<file path="config.mk">
export PLATFORM = sky130hd
export DESIGN_NAME = nco_core
export DESIGN_NICKNAME = d
export VERILOG_FILES = /design/src/rtl/nco_pkg.sv /design/src/rtl/nco_time_base.sv /design/src/rtl/nco_shadow.sv /design/src/rtl/nco_phase_acc.sv /design/src/rtl/nco_core.sv
export SDC_FILE = /design/constraint.sdc
export NUM_CORES = 2
export LEC_CHECK = 0
export CAP_MARGIN = 15
export CORE_ASPECT_RATIO = 1.75
export CORE_MARGIN = 2
export CORE_UTILIZATION = 50
export DETAILED_ROUTE_END_ITERATION = 6
export GPL_ROUTABILITY_DRIVEN = 1
export PLACE_DENSITY = 0.75
export RECOVER_POWER = 100
export SLEW_MARGIN = 20
export SYNTH_ARGS = -nofsm -noshare
export SYNTH_HDL_FRONTEND = slang
export SYNTH_HIERARCHICAL = 1
export SYNTH_SLANG_ARGS = --single-unit
</file>
<file path="constraint.sdc">
create_clock -name clk -period 11.2 [get_ports clk]
set_clock_uncertainty 0.05 [all_clocks]
set_input_delay 3.36 -clock clk [delete_from_list [all_inputs] [get_ports clk]]
set_output_delay 3.36 -clock clk [all_outputs]
set_load 0.005 [all_outputs]
</file>
<file path="src/rtl/nco_pkg.sv">
// Shared definitions for the oscillator core.
// Assumes: mode codes are fixed by the host-side encoding (0 keep, 1 clear,
// 2 track, 3 reserved and treated as keep).
package nco_pkg;

    typedef enum logic [1:0] {
        PM_KEEP  = 2'd0,
        PM_CLEAR = 2'd1,
        PM_TRACK = 2'd2,
        PM_RSVD  = 2'd3
    } phase_mode_e;

endpackage

</file>
<file path="src/rtl/nco_time_base.sv">
// Free-running cycle counter used as the global time origin.
// Assumes: CNT_W >= OUT_W; only the low OUT_W bits leave the module, since
// tracking works modulo 2^OUT_W.
module nco_time_base #(
    parameter int CNT_W = 64,
    parameter int OUT_W = 32
) (
    input  logic             clk,
    input  logic             rst_n,
    output logic [OUT_W-1:0] scale_next,
    output logic [OUT_W-1:0] scale_now
);

    logic [CNT_W-1:0] cnt_q;
    logic [CNT_W-1:0] cnt_nx;

    // next count: one more cycle since reset
    always_comb cnt_nx = cnt_q + CNT_W'(1);

    // counter register
    always_ff @(posedge clk) begin
        if (!rst_n) cnt_q <= '0;
        else        cnt_q <= cnt_nx;
    end

    assign scale_next = cnt_nx[OUT_W-1:0];
    assign scale_now  = cnt_q[OUT_W-1:0];


    cnt_step_chk: assert property (@(posedge clk) disable iff (!rst_n)
        1'b1 |=> cnt_q == $past(cnt_q) + CNT_W'(1));

endmodule

</file>
<file path="src/rtl/nco_shadow.sv">
// Staging bank and active settings.
// Staging writes land at any edge. The update strobe copies the pre-edge
// staging contents into the active set.
// Assumes: a write and an update in the same cycle apply the old staged values.
module nco_shadow
    import nco_pkg::*;
#(
    parameter int FTW_W = 32,
    parameter int POW_W = 16,
    parameter int ASF_W = 12
) (
    input  logic             clk,
    input  logic             rst_n,
    input  logic             stage_we,
    input  logic [FTW_W-1:0] ftw_in,
    input  logic [POW_W-1:0] pow_in,
    input  logic [ASF_W-1:0] asf_in,
    input  phase_mode_e      mode_in,
    input  logic             update,
    output logic [FTW_W-1:0] stg_ftw,
    output phase_mode_e      stg_mode,
    output logic [FTW_W-1:0] act_ftw,
    output logic [POW_W-1:0] pow_nx,
    output logic [ASF_W-1:0] asf_nx
);

    localparam logic [ASF_W-1:0] ASF_FULL = {ASF_W{1'b1}};

    logic [POW_W-1:0] stg_pow;
    logic [ASF_W-1:0] stg_asf;
    logic [POW_W-1:0] act_pow;
    logic [ASF_W-1:0] act_asf;

    // staging bank write
    always_ff @(posedge clk) begin
        if (!rst_n) begin
            stg_ftw  <= '0;
            stg_pow  <= '0;
            stg_asf  <= ASF_FULL;
            stg_mode <= PM_KEEP;
        end else if (stage_we) begin
            stg_ftw  <= ftw_in;
            stg_pow  <= pow_in;
            stg_asf  <= asf_in;
            stg_mode <= mode_in;
        end
    end

    // next active offset and amplitude, shared with the output stage
    always_comb begin
        pow_nx = update ? stg_pow : act_pow;
        asf_nx = update ? stg_asf : act_asf;
    end

    // active set transfer on update
    always_ff @(posedge clk) begin
        if (!rst_n) begin
            act_ftw <= '0;
            act_pow <= '0;
            act_asf <= ASF_FULL;
        end else begin
            if (update) act_ftw <= stg_ftw;
            act_pow <= pow_nx;
            act_asf <= asf_nx;
        end
    end


    act_hold_chk: assert property (@(posedge clk) disable iff (!rst_n)
        !update |=> $stable(act_ftw) && $stable(act_pow) && $stable(act_asf));


    same_cycle_chk: assert property (@(posedge clk) disable iff (!rst_n)
        update && stage_we |=> act_ftw == $past(stg_ftw) && stg_ftw == $past(ftw_in));

endmodule

</file>
<file path="src/rtl/nco_phase_acc.sv">
// Phase accumulator with three behaviours at the update strobe.
// Assumes: the mode and tuning word of an update come from the staging bank;
// trk_scale is the cycle count that will hold after this edge.
module nco_phase_acc
    import nco_pkg::*;
#(
    parameter int FTW_W = 32
) (
    input  logic             clk,
    input  logic             rst_n,
    input  logic             update,
    input  phase_mode_e      mode,
    input  logic [FTW_W-1:0] stg_ftw,
    input  logic [FTW_W-1:0] act_ftw,
    input  logic [FTW_W-1:0] trk_scale,
    output logic [FTW_W-1:0] acc_q,
    output logic [FTW_W-1:0] acc_nx
);

    logic [FTW_W-1:0] acc_step;
    logic [FTW_W-1:0] acc_trk;

    // free-running step and tracking target
    always_comb begin
        acc_step = acc_q + act_ftw;
        acc_trk  = stg_ftw * trk_scale;
    end

    // select the next accumulator value
    always_comb begin
        acc_nx = acc_step;
        if (update) begin
            unique case (mode)
                PM_CLEAR: acc_nx = '0;
                PM_TRACK: acc_nx = acc_trk;
                default:  acc_nx = acc_step;
            endcase
        end
    end

    // accumulator register
    always_ff @(posedge clk) begin
        if (!rst_n) acc_q <= '0;
        else        acc_q <= acc_nx;
    end


    keep_step_chk: assert property (@(posedge clk) disable iff (!rst_n)
        (!update || mode == PM_KEEP || mode == PM_RSVD)
        |=> acc_q == $past(acc_q) + $past(act_ftw));


    clear_zero_chk: assert property (@(posedge clk) disable iff (!rst_n)
        update && mode == PM_CLEAR |=> acc_q == '0);

endmodule

</file>
<file path="src/rtl/nco_core.sv">
// Oscillator core top: staging bank, cycle counter, accumulator and the
// registered phase and amplitude outputs.
// Assumes: the update strobe is one clock wide per intended update; the
// outputs show the new settings one edge after the strobe is sampled.
module nco_core
    import nco_pkg::*;
#(
    parameter int FTW_W = 32,
    parameter int POW_W = 16,
    parameter int ASF_W = 12,
    parameter int CNT_W = 64
) (
    input  logic             clk,
    input  logic             rst_n,
    input  logic             stage_we,
    input  logic [31:0]      stage_ftw,
    input  logic [15:0]      stage_pow,
    input  logic [11:0]      stage_asf,
    input  logic [1:0]       stage_mode,
    input  logic             update,
    output logic [15:0]      phase_out,
    output logic [11:0]      amp_out
);

    localparam logic [ASF_W-1:0] ASF_FULL = {ASF_W{1'b1}};

    logic [FTW_W-1:0] stg_ftw;
    logic [FTW_W-1:0] act_ftw;
    logic [POW_W-1:0] pow_nx;
    logic [ASF_W-1:0] asf_nx;
    logic [FTW_W-1:0] acc_q;
    logic [FTW_W-1:0] acc_nx;
    logic [FTW_W-1:0] scale_next;
    logic [FTW_W-1:0] scale_now;
    phase_mode_e      stg_mode;
    phase_mode_e      mode_in;

    // map raw mode bits onto the enum
    always_comb mode_in = phase_mode_e'(stage_mode);

    nco_time_base #(.CNT_W(CNT_W), .OUT_W(FTW_W)) time_i (
        .clk        (clk),
        .rst_n      (rst_n),
        .scale_next (scale_next),
        .scale_now  (scale_now)
    );

    nco_shadow #(.FTW_W(FTW_W), .POW_W(POW_W), .ASF_W(ASF_W)) shadow_i (
        .clk      (clk),
        .rst_n    (rst_n),
        .stage_we (stage_we),
        .ftw_in   (stage_ftw),
        .pow_in   (stage_pow),
        .asf_in   (stage_asf),
        .mode_in  (mode_in),
        .update   (update),
        .stg_ftw  (stg_ftw),
        .stg_mode (stg_mode),
        .act_ftw  (act_ftw),
        .pow_nx   (pow_nx),
        .asf_nx   (asf_nx)
    );

    nco_phase_acc #(.FTW_W(FTW_W)) acc_i (
        .clk       (clk),
        .rst_n     (rst_n),
        .update    (update),
        .mode      (stg_mode),
        .stg_ftw   (stg_ftw),
        .act_ftw   (act_ftw),
        .trk_scale (scale_next),
        .acc_q     (acc_q),
        .acc_nx    (acc_nx)
    );

    // output register: phase sum and amplitude
    always_ff @(posedge clk) begin
        if (!rst_n) begin
            phase_out <= '0;
            amp_out   <= ASF_FULL;
        end else begin
            phase_out <= acc_nx[FTW_W-1 -: POW_W] + pow_nx;
            amp_out   <= asf_nx;
        end
    end


    track_load_chk: assert property (@(posedge clk) disable iff (!rst_n)
        update && stg_mode == PM_TRACK |=> acc_q == $past(stg_ftw) * scale_now);


    phase_top_chk: assert property (@(posedge clk) disable iff (!rst_n)
        !update |=> phase_out - acc_q[FTW_W-1 -: POW_W] == $past(phase_out - acc_q[FTW_W-1 -: POW_W]));

endmodule

</file>
==> results.toml <==
[floorplan]
io_pins = 94
num_rows = 111
die_area_um2 = 55000
dieHeight_um = 309
die_w_um = 178
start_util_pct = 50.7
core-area_um2 = 52400

[pwr]
p_total_mw = 1.95
cellPowerDensity_nw_per_um2 = 68.2
p_leak_nw = 13.8
ir_drop_mv = 0.126

[global_route]
grt_max_degree = 63
grt_pass1_vias = 22043
grt_util_all_layers_pct = 27.5
grt_pass1_wl_um = 117000
grt_overflow = 0
antenna_found_initial = 1

[run_status]
violations = "capacitance limit, slew limit"
status = "finished with violations"

[worst_setup_path]
crit_type = "flip-flop to flip-flop"
cpMaxStageDelayCell = "xor2_2"
crit_arrival_ns = 10.86
critPathMaxStageDelay_ns = 0.88
worstSetupEndpointType = "flip-flop"
required_ns = 11.58
crit_fanout = 21
critPathLaunchType = "flip-flop"
timing.reg2reg.setup_slack_ns = 0.72
cp_common_cell = "fa_1"
reg2reg_depth = 33

[sta]
hold_viol = 0
slew_violations = 182
period_minus_slack_ns = 10.48
rsz0062_at_grt = "false"
worst_pin_slew_ns = 2.95
setup_viol = 0
slew_headroom_pct = -96.9
max_freq_ghz = 0.0955
post-route-period-util_pct = 93.5
tns_ns = 0

[clocking]
ctsHoldBuffers = 0
cts.sinks = 214
cts_tree = "built"
cts_buffer_depth = 3
root_buffer = "clkbuf_16"
cts_made_buffers = 18
ctsResizeCount = 0
clk_latency_ns = 0.52
cts_setup_buffers = 0
path_clk_slew_ns = 0.07
htreeDepth = 1

[synthesis]
syn-num-nets = 3546
syn_area_um2 = 26500
synth_edf_count = 0
synth.avg_cell_area_um2 = 9.15
synth_cells = 2899
synth.area.top_cells = "fa_1, dfxtp_1, and2_1"
synth-async-reset-ratio_pct = 0
synth_common_cells = "inv_1, fa_1, and2_1"
ys_types = 84
yosysSeqAreaShare_pct = 16.1
yosys.cell_count.top_type = "inv_1"
synth_top_area_share_pct = 30.9
ys.flop_type = "dfxtp_1"
post-synth-top-area-cell = "fa_1"
yosysWarningCount = 6
synth_seq_cells = 214

[drt]
routed_wl_um = 72900
dr.pass1.iters = 5
vias = 20059
route.detailed.drc = 0
drtAntennaViolNets = 0
viasPerCell = 5.55
drt_iter0_markers = 1112
wl_per_cell_um = 20.2

[job]
maxCapViolations = 3

[finish]
nFillCells = 4582
post-route-cell-area_um2 = 28700
utilization_pct = 54.7
fin_nets = 3569
antenna_cells = 0
syn2layout_area_growth_pct = 8.02
drive_gt1_share_pct = 4.74

[hold_path]
holdPathStages = 2
hold_path_class = "flip-flop to flip-flop"

[placed_design]
gp_congestion = 0.978
dp_hpwl_um = 57800
post_dp_cell_area_um2 = 28100
portBuffers = 93
[power by group]
group          leakage [nW]  internal (mW)  switching [mW]
Clock                 0.283          0.349           0.302
Sequential             1.75          0.798          0.0486
Combinational          11.7          0.192           0.265
[state kept, by name (all words and copies together), names as in the netlist, 16 cells and up]
| signal | count |
|---|---|
| acc_i/acc_q | 32 |
| phase_out | 16 |
| shadow_i/stg_ftw | 32 |
| time_i/cnt_q | 32 |
| shadow_i/act_pow | 16 |
| shadow_i/act_ftw | 32 |
| shadow_i/stg_pow | 16 |
[layout by cell type, fill, tap and decap left out, types with 7 or more instances in the layout]
master,instances
or2_1,9
fa_1,410
and2_0,32
xor2_1,38
nand4_1,18
dlygate4sd3_1,28
and3_1,16
o21a_1,17
dfxtp_1,213
o21bai_1,8
mux2_4,24
clkdlybuf4s50_1,62
o211ai_1,8
a31oi_1,7
a21oi_1,68
nand2_1,301
clkbuf_16,18
buf_4,48
a211oi_1,10
a21o_1,41
mux2i_1,113
nor3_1,15
clkbuf_1,9
nand3_1,33
o22ai_1,12
or3_1,10
xnor2_1,90
o21ai_0,37
nor2_1,120
ha_1,171
inv_1,453
nand2b_1,35
and2_1,341
[layer usage]
layer | part of all wire, % | GRT usage [%]
met2 | 53 | 51.0
met1 | 35 | 29.6
met4 | 7.3 | 17.4
met3 | 4.8 | 2.67
met5 | 0 | 0
[final timing paths]
path	start	to
worst min-delay path	shadow_i/stg_asf[0]	shadow_i/stg_asf[0]
worst min register to register	shadow_i/stg_asf[0]	shadow_i/stg_asf[0]
worst max register to register	time_i/cnt_q[2]	phase_out[10]
worst max-delay path	time_i/cnt_q[2]	phase_out[10]
[area by class of cell]
cell class,instances,area (µm²),area share [%]
repair buffers,143,1280,4.47
clock buffers,22,465,1.62
inverters,453,1700,5.93
clock inverters,9,116,0.406
flip-flops and latches,214,4290,15.0
well taps,678,848,2.96
multi-input cells,2092,20000,69.7
[cell families (layout without fill, tap and decap cells)]
logic type	count (synthesis)	in the layout	share of synthesized area, %
and+or+nand+nor	975	975	19.1
xor gates and xnor gates	136	136	4.54
DFF	214	214	16.1
adders and majority gates	581	581	39.0
buffers and inverters	593	627	8.77
AOI/OAI and AO/OA	258	258	6.58
muxes	142	142	5.83
[worst max-delay path, delay by kind of cell (launching register included)]
family                   cells  cell delay, ns
XOR/XNOR                     2            1.04
flip-flops                   1            0.47
AND/OR/NAND/NOR              6            1.53
adder cells (fa/ha/maj)     11            4.47
AO/OA/AOI/OAI                9            2.42
buffers and inverters        4            0.20
multiplexers                 1            0.21
[through the flow]
step | setup WS, ns | hold WS (ns) | instances
finish | 0.725 | 0.431 | 3611
detailed placement | 1.09 | 0.414 | 3580
global route | 0.234 | 0.452 | 3611
floorplan | 1.99 | 0.386 | 2899
global placement | 1.25 | 0.401 | 3580
CTS | 1.01 | 0.432 | 3611
(Power assumes the default switching activity.)
